**config.mk**
```make
export PLATFORM = sky130hd
export DESIGN_NAME = wide_rd_latch
export DESIGN_NICKNAME = d
export VERILOG_FILES = /design/src/rtl/wrl_pkg.sv /design/src/rtl/wrl_addr_decode.sv /design/src/rtl/wrl_capture_ctl.sv /design/src/rtl/wrl_snapshot.sv /design/src/rtl/wide_rd_latch.sv
export SDC_FILE = /design/constraint.sdc
export NUM_CORES = 1
export LEC_CHECK = 0
export ABC_AREA = 1
export BUFFER_PORTS_ARGS = -buffer_cell sky130_fd_sc_hd__buf_2
export CORE_MARGIN = 2
export CORE_UTILIZATION = 50
export CTS_CLUSTER_DIAMETER = 30
export DETAILED_ROUTE_END_ITERATION = 8
export GPL_TIMING_DRIVEN = 0
export PLACE_DENSITY = 0.82
export SLEW_MARGIN = 25
export SYNTH_ARGS = -nofsm -noshare
export SYNTH_HDL_FRONTEND = slang
export SYNTH_SLANG_ARGS = --single-unit
export TNS_END_PERCENT = 20
```
**constraint.sdc**
```tcl
create_clock -name clk -period 4.14 [get_ports clk]
set_input_delay 0.414 -clock clk [delete_from_list [all_inputs] [get_ports clk]]
set_output_delay 0.414 -clock clk [all_outputs]
set_load 0.02 [all_outputs]
```
**src/rtl/wrl_pkg.sv**
```systemverilog
// Package: shared constants and the region encoding for the wide read latch.
// Assumes a 32-bit host data path and wide words that are whole multiples of it.
package wrl_pkg;
    localparam int DWORD_W = 32;
    localparam int WIDE_W  = 128;
    localparam int SRAM_W  = 64;

    typedef enum logic {
        REGION_CSR  = 1'b0,
        REGION_SRAM = 1'b1
    } region_e;
endpackage

```
**src/rtl/wrl_addr_decode.sv**
```systemverilog
// Module: wrl_addr_decode
// Splits a host byte address into region, bank indices, dword select and a
// tag key. The key is unique per wide word across both regions.
// Assumes: the top address bit selects the region, registers are 16 bytes
// apart and SRAM words 8 bytes apart. Bits [1:0] carry no meaning.
module wrl_addr_decode
    import wrl_pkg::*;
#(
    parameter int ADDR_W = 14
) (
    input  logic [ADDR_W-1:0] addr,
    output region_e           region,
    output logic [ADDR_W-6:0] csr_idx,
    output logic [ADDR_W-5:0] sram_idx,
    output logic [1:0]        dw_sel,
    output logic              is_dw0,
    output logic [ADDR_W-4:0] key
);
    logic unused_low_bits;

    // Ignore the byte lane bits.
    assign unused_low_bits = ^addr[1:0];

    // Region and index fields.
    assign region   = region_e'(addr[ADDR_W-1]);
    assign csr_idx  = addr[ADDR_W-2:4];
    assign sram_idx = addr[ADDR_W-2:3];

    // Dword select and key depend on the word size of the region.
    always_comb begin
        if (region == REGION_SRAM) begin
            dw_sel = {1'b0, addr[2]};
            key    = {addr[ADDR_W-1:4], addr[3]};
        end else begin
            dw_sel = addr[3:2];
            key    = {addr[ADDR_W-1:4], 1'b0};
        end
        is_dw0 = (dw_sel == 2'd0);
    end
endmodule

```
**src/rtl/wrl_capture_ctl.sv**
```systemverilog
// Module: wrl_capture_ctl
// Holds the snapshot valid flag and tag. Decides per read whether a fresh
// snapshot is needed.
// Assumes: at most one read per cycle. A capture takes effect at the next edge.
module wrl_capture_ctl #(
    parameter int KEY_W = 11
) (
    input  logic             clk,
    input  logic             rst_n,
    input  logic             rd,
    input  logic [KEY_W-1:0] key,
    input  logic             is_dw0,
    output logic             capture
);
    logic             valid_q;
    logic [KEY_W-1:0] tag_q;

    // Capture on an empty latch, on dword 0, or on a different word.
    assign capture = rd && (!valid_q || is_dw0 || (tag_q != key));

    // Track which word the snapshot belongs to.
    always_ff @(posedge clk) begin
        if (!rst_n) begin
            valid_q <= 1'b0;
            tag_q   <= '0;
        end else if (capture) begin
            valid_q <= 1'b1;
            tag_q   <= key;
        end
    end
endmodule

```
**src/rtl/wrl_snapshot.sv**
```systemverilog
// Module: wrl_snapshot
// Stores the wide snapshot and returns the selected dword one cycle after
// the request. On a capture the dword comes straight from the fresh value.
// Assumes: SRAM words fill the low part of the snapshot, upper part zeroed.
module wrl_snapshot
    import wrl_pkg::*;
(
    input  logic               clk,
    input  logic               rst_n,
    input  logic               rd,
    input  logic               capture,
    input  region_e            region,
    input  logic [1:0]         dw_sel,
    input  logic [WIDE_W-1:0]  csr_word,
    input  logic [SRAM_W-1:0]  sram_word,
    output logic [DWORD_W-1:0] rdata,
    output logic               rvalid
);
    localparam int NDW = WIDE_W / DWORD_W;

    logic [WIDE_W-1:0]  latch_q;
    logic [WIDE_W-1:0]  fresh;
    logic [WIDE_W-1:0]  src;
    logic [DWORD_W-1:0] dw_arr [NDW];

    // Widen the region's live word to the snapshot width.
    always_comb begin
        if (region == REGION_SRAM)
            fresh = {{(WIDE_W-SRAM_W){1'b0}}, sram_word};
        else
            fresh = csr_word;
        src = capture ? fresh : latch_q;
    end

    // Slice the source into dwords.
    for (genvar g = 0; g < NDW; g++) begin : g_dw
        assign dw_arr[g] = src[g*DWORD_W +: DWORD_W];
    end

    // Load the snapshot and register the returned dword.
    always_ff @(posedge clk) begin
        if (!rst_n) begin
            latch_q <= '0;
            rdata   <= '0;
            rvalid  <= 1'b0;
        end else begin
            rvalid <= rd;
            if (capture)
                latch_q <= fresh;
            if (rd)
                rdata <= dw_arr[dw_sel];
        end
    end
endmodule

```
**src/rtl/wide_rd_latch.sv**
```systemverilog
// Module: wide_rd_latch (top)
// Host-side read latch for 128-bit registers and 64-bit SRAM words. Lets
// the host read a wide word dword by dword from one snapshot. Strobes the
// bank exactly once per snapshot.
// Assumes: the bank returns csr_word/sram_word combinationally for the
// presented index, and applies clear-on-read at the edge where a strobe is high.
module wide_rd_latch
    import wrl_pkg::*;
#(
    parameter int ADDR_W = 14
) (
    input  logic               clk,
    input  logic               rst_n,
    input  logic               host_rd,
    input  logic [ADDR_W-1:0]  host_addr,
    output logic [DWORD_W-1:0] host_rdata,
    output logic               host_rvalid,
    output logic [ADDR_W-6:0]  csr_idx,
    input  logic [WIDE_W-1:0]  csr_word,
    output logic [ADDR_W-5:0]  sram_idx,
    input  logic [SRAM_W-1:0]  sram_word,
    output logic               snap_csr,
    output logic               snap_sram
);
    localparam int KEY_W = ADDR_W - 3;

    region_e          region;
    logic [1:0]       dw_sel;
    logic             is_dw0;
    logic [KEY_W-1:0] key;
    logic             capture;

    wrl_addr_decode #(.ADDR_W(ADDR_W)) dec_i (
        .addr     (host_addr),
        .region   (region),
        .csr_idx  (csr_idx),
        .sram_idx (sram_idx),
        .dw_sel   (dw_sel),
        .is_dw0   (is_dw0),
        .key      (key)
    );

    wrl_capture_ctl #(.KEY_W(KEY_W)) ctl_i (
        .clk     (clk),
        .rst_n   (rst_n),
        .rd      (host_rd),
        .key     (key),
        .is_dw0  (is_dw0),
        .capture (capture)
    );

    wrl_snapshot snap_i (
        .clk       (clk),
        .rst_n     (rst_n),
        .rd        (host_rd),
        .capture   (capture),
        .region    (region),
        .dw_sel    (dw_sel),
        .csr_word  (csr_word),
        .sram_word (sram_word),
        .rdata     (host_rdata),
        .rvalid    (host_rvalid)
    );

    // Route the capture strobe to the region being read.
    assign snap_csr  = capture && (region == REGION_CSR);
    assign snap_sram = capture && (region == REGION_SRAM);
endmodule

```
-- Word level (Yosys, flattened, before mapping)
Cells that the tools add are included.
- flip-flop bits (word level): 173
- input port bits: 209
- output and inout bits: 54
- logic and storage cells: 23
- order comparisons: 1
- equality and inequality tests: 1
- mux-type cells: 7
- bitwise operators: 2
- reductions and logical operators: 7
- operators with widths (kind ; number):
    $mux 128 ; 2
    $bmux 32 s2 ; 1
    $mux 32 ; 2
    $mux 11 ; 1
    $ne 11x11->1 ; 1
    $ge 3x3->1 const B ; 1
    $logic_and 1x1->1 ; 3
    $not 2->3 ; 1
    $logic_not 2->1 ; 1
    $logic_or 1x1->1 ; 2
    $mux 2 ; 1
    $logic_not 1->1 ; 1
    $not 1->1 ; 1

-- Logic depth before layout (Yosys ltp)
- word-level depth: 9
- gate-level depth with buffers: 15

-- By module
From an unflattened synthesis, not the netlist that was laid out.
- cell total of the unflattened synthesis: 1327
- area, all modules: 8797.2 um^2
- by module, submodules not included (module ; instances ; cells each ; area an instance (um^2) ; seq. area each (um^2)):
    wrl_snapshot ; 1 ; 1156 ; 7711.1 ; 3223.1
    wrl_capture_ctl ; 1 ; 130 ; 808.3 ; 240.2
    wrl_addr_decode ; 1 ; 37 ; 260.2 ; 0.0
    wide_rd_latch ; 1 ; 4 ; 17.5 ; 0.0

-- Worst setup path after synthesis
No wires, ideal clock.
- path kind: input-to-output
- from: in host_addr[2]
- to: out snap_sram
- arrival time: 1752 ps
- required time: 3726 ps
- setup slack: 1974 ps
- stages on the path: 11
- path buffers: 4
- cell sequence: clkbuf_1 a21oi_1 nor2_1 nand2_1 nor2_1 nand2_1 nand2_1 buf_4 buf_4 buf_2 nor2_1
- word-level cells in the longest chain between the ends: 6
- ends and longest elaborated chain (what ; line ; source):
    from (decl) ; wide_rd_latch.sv:15 ; input logic [ADDR_W-1:0] host_addr,
    $mux 2 ; wrl_addr_decode.sv:31 ; if (region == REGION_SRAM) begin
    $logic_not 2->1 ; wrl_addr_decode.sv:38 ; is_dw0 = (dw_sel == 2'd0);
    $logic_or 1x1->1 (2 in a row) ; wrl_capture_ctl.sv:19 ; assign capture = rd && (!valid_q || is_dw0 || (tag_q != key));
    $logic_and 1x1->1 ; wrl_capture_ctl.sv:19 ;
    $logic_and 1x1->1 ; wide_rd_latch.sv:67 ; assign snap_sram = capture && (region == REGION_SRAM);
    to (decl) ; wide_rd_latch.sv:23 ; output logic snap_sram
No other way between the ends.

-- Worst setup path after layout
- from: reg ctl_i.tag_q[10]
- to: out snap_sram
- word-level cells in the longest chain between the ends: 4
- ends and longest elaborated chain (what ; line ; source):
    from (decl) ; wrl_capture_ctl.sv:16 ; logic [KEY_W-1:0] tag_q;
    from (signal assigned) ; wrl_capture_ctl.sv:28 ; tag_q <= key;
    $ne 11x11->1 ; wrl_capture_ctl.sv:19 ;
    $logic_or 1x1->1 ; wrl_capture_ctl.sv:19 ;
    $logic_and 1x1->1 ; wrl_capture_ctl.sv:19 ;
    $logic_and 1x1->1 ; wide_rd_latch.sv:67 ;
No other way between the ends.

==> summary.md <==
| Metric | Value |
|---|---|
| Status | `completed` |
| Num CTS Buffers | `17` |
| M1 WL | `11500 um` |
| Clk slew on worst S/H paths | `0.06 ns` |
| Core footprint | `17800 sq um` |
| Wire length per cell | `roughly 15 um` |
| Reg2Reg Depth | `15` |
| PD cells | `384 nW/um^2` |
| Cell variety after synth | `16` |
| Hold/Removal Path Class | `in -> reg` |
| Share of cells above drive strength 1 | `20.7%` |
| Hold Buf Count CTS | `0` |
| First-pass GRT wire length | `between 40000 and 50000 um` |
| Clock Skew | `0.00715 ns` |
| Top cell by count, worst path | `nand2_1` |
| DRT iter0 DRCs | `about 780` |
| Internal power | `3.16 mW` |
| Worst Path Required | `approximately 3.7 ns` |
| H-tree depth | `4` |
| Final wirelength | `around 28000 um` |
| WL met3 | `between 2000 and 2500 um` |
| Worst setup EP type | `output port` |
| Logic gate share of total power | `17.8%` |
| Crit-path max FO | `10` |
| Crit start category | `register` |
| HPWL after DPL | `between 20000 and 25000 um` |
| Routed Antenna Nets | `0` |
| Die height | `around 140 um` |
| CP arrival | `about 2.4 ns` |
| CP cell instances | `inv_1 > nand2_1 > nand2_1 > nor2_1 > nand2_1 > nor2_1 > nand2_1 > nand2_1 > buf_4 > buf_4 > buf_2 > nor2_1 > buf_2` |
| Later-pin clock latency in the skew report | `0.43 ns` |
| Unrepaired setup endpoints after global routing | `no` |
| Min Clock Period, post-route | `2.82 ns` |
| DIE AREA | `~19000 sq um` |
| GR Overflow Total | `0` |
| CTS root buffer | `clkbuf_16` |
| Worst setup path startpoint | `ctl_i.tag_q[10]` |
| Synthesis-stage register bit count | `~170` |
| Post-CTS resize count | `0` |
| Final Core Density | `between 60% and 70%` |
| FP Rows | `between 40 and 50` |
| Sequential power share | `a little over two fifths` |
| Mapped Area | `approximately 9000 sq um` |
| Slew @ Worst Pin | `0.778 ns` |
| Max Fclk | `roughly 350 MHz` |
| Drt drc | `0` |
| Fillers | `1650` |
| Post-synthesis sequential area ratio | `between 30% and 40%` |
| FF-to-FF End | `snap_i.rdata[4]` |
| Io pins | `263` |
| Setup-failing EPs final | `0` |
| Sw Ratio | `around a quarter` |
| Final Max Slew Viols | `0` |
| Largest net degree at the start of global routing | `17` |
| Via Count | `roughly 10000` |
| Final Total Pwr | `4.31 mW` |
| Starting density of the core | `50.6%` |
| GRT Total Usage | `between 20% and 30%` |
| Synthesis Warnings | `0` |
| Top sig layer | `met4` |
| TNS Setup | `0 ns` |
| Crit share post-route | `68.1%` |
| NetSw | `around 1.1 mW` |
| RePlAce Congestion | `around 0.86` |
| Horiz. Die Dim | `roughly 140 um` |
| Drt pass-1 iters | `5` |
| Clock share of power | `between 40% and 50%` |
| Avg Cell Area, Syn | `6.69 sq um` |
| Final Hold Vio Count | `0` |
| Crit path to | `snap_sram` |
| CP peak stage delay | `between 0.3 and 0.4 ns` |
| Initial antenna violation count | `2` |
| Area grow syn2layout | `24.8%` |
| Setup repair bufs after CTS | `0` |
| Post-Syn Instances | `1346` |
| Buffers added on ports | `between 200 and 300` |
| Bufs on Longest Clock Path | `2` |
| Crit path kind | `reg -> out` |
| Layout net count | `1833` |
| Rel. slew slack | `between 40% and 50%` |
| TritonCTS Sinks | `around 170` |
| Maximum vdd drop | `0.000324 V` |
| RR Startpoint | `ctl_i.tag_q[10]` |
| Met2 WL | `around 13000 um` |
| Mapped Nets | `between 1500 and 2000` |
| Worst R2R Setup Slack | `a little under 2 ns` |
| Worst path slowest cell | `dfxtp_1` |
| Routed vias/inst | `roughly 5.3` |
| CTS tree | `built` |
| Max-Cap Viols | `0` |
| Leakage power | `about 5.7 nW` |
| Vias in the first global route | `9292` |
-- critical path: cells and delay by family, from the launching register on --
kind                   cells  cell delay [ns]
and+or+nand+nor            8             0.73
buffers and inverters      5             0.92
DFF                        1             0.33
-- routing by layer --
layer / global-route usage (%) / up-vias
met5: 0 / -
met4: 11.4 / 0
met3: 6.72 / 68
met2: 48.6 / 452
met1: 37.1 / 4512
li1: - / 4887
-- synthesized netlist by cell type --
| library cell | count | area share, % |
|---|---|---|
| nand3_1 | 226 | 13 |
| inv_1 | 117 | 4.9 |
| buf_2 | 23 | 1.3 |
| dfxtp_1 | 173 | 38 |
| xnor2_1 | 2 | 0.19 |
| a211oi_1 | 2 | 0.17 |
| o21ai_0 | 41 | 2.3 |
| nor2_1 | 175 | 7.3 |
| buf_4 | 27 | 2.3 |
| buf_1 | 16 | 0.67 |
| mux2i_1 | 64 | 7.1 |
| a21oi_1 | 104 | 5.8 |
| clkbuf_1 | 52 | 2.2 |
| inv_2 | 1 | 0.042 |
| nand3b_1 | 32 | 2.7 |
| nand2_1 | 291 | 12 |
-- cells by family (layout without fill, tap and decap cells) --
logic type      Yosys count  in the layout  synth area share [%]
other cells               0              2                     0
flops                   173            173                  38.5
mux                      64             64                  7.12
compound gates          147            147                  8.23
xor+xnor                  2              2                 0.195
buf+inv                 236            525                  11.3
simple gates            724            724                  34.7
-- registers in the layout, indices dropped and copies added (netlist names) --
signal          count
snap_i.rvalid       1
ctl_i.valid_q       1
snap_i.rdata       32
ctl_i.tag_q        11
snap_i.latch_q    128
-- placed cells by master (no fill, tap or decap) --
master     synthesis  routed
dfxtp_1          173     173
diode_2            0       2
xnor2_1            2       2
a211oi_1           2       2
nand3b_1          32      32
a21oi_1          104     104
o21ai_0           41      41
inv_2              1       1
nand3_1          226     226
clkbuf_1          52      53
nor2_1           175     175
clkbuf_16          0      17
clkinv_2           0       2
buf_4             27      27
inv_1            117     117
clkbuf_8           0       6
nand2_1          291     291
buf_1             16      16
mux2i_1           64      64
bufinv_16          0       4
buf_2             23     282
-- power groups by stage --
stage,clock [mW],sequential [mW],combinational [mW]
after floorplan,0,1.86,0.451
after global placement,0,1.84,0.736
after detailed placement,0,1.84,0.753
after CTS,1.74,1.80,0.761
after global routing,1.82,1.81,0.852
final,1.74,1.80,0.766
-- per-stage QoR --
step                      worst slack (ns)  cells  hold WS (ns)  area, sq um
after floorplan                       1.97   1346         0.423         9000
after global placement                1.34   1834         0.440        10600
after detailed placement              1.34   1834         0.441        10600
after CTS                             1.32   1864         0.302        11200
after global routing                  1.17   1865         0.336        11200
final                                 1.32   1866         0.315        11200
-- area by class of cell --
| type | instances | area (sq um) | share of cell area, % |
|---|---|---|---|
| multi-input combinational | 937 | 4520 | 40.2 |
| inverter | 118 | 443 | 3.94 |
| clock buffer | 24 | 512 | 4.56 |
| buffer | 118 | 573 | 5.10 |
| tap | 229 | 287 | 2.55 |
| sequential | 173 | 3460 | 30.8 |
| antenna | 2 | 5.00 | 0.0446 |
| clock inverter | 6 | 130 | 1.16 |
| timing repair buffer | 259 | 1300 | 11.5 |
-- worst min path at each step --
| stage | to | startpoint | depth (start not counted) |
|---|---|---|---|
| finish | ctl_i.tag_q[0] | host_addr[3] | 3 |
| global route | ctl_i.tag_q[0] | host_addr[3] | 3 |
| CTS | ctl_i.tag_q[0] | host_addr[3] | 3 |
| detailed placement | ctl_i.valid_q | ctl_i.valid_q | 2 |
| global placement | ctl_i.valid_q | ctl_i.valid_q | 2 |
| floorplan | ctl_i.valid_q | ctl_i.valid_q | 2 |
No activity file was read; power rests on OpenSTA's default activity.
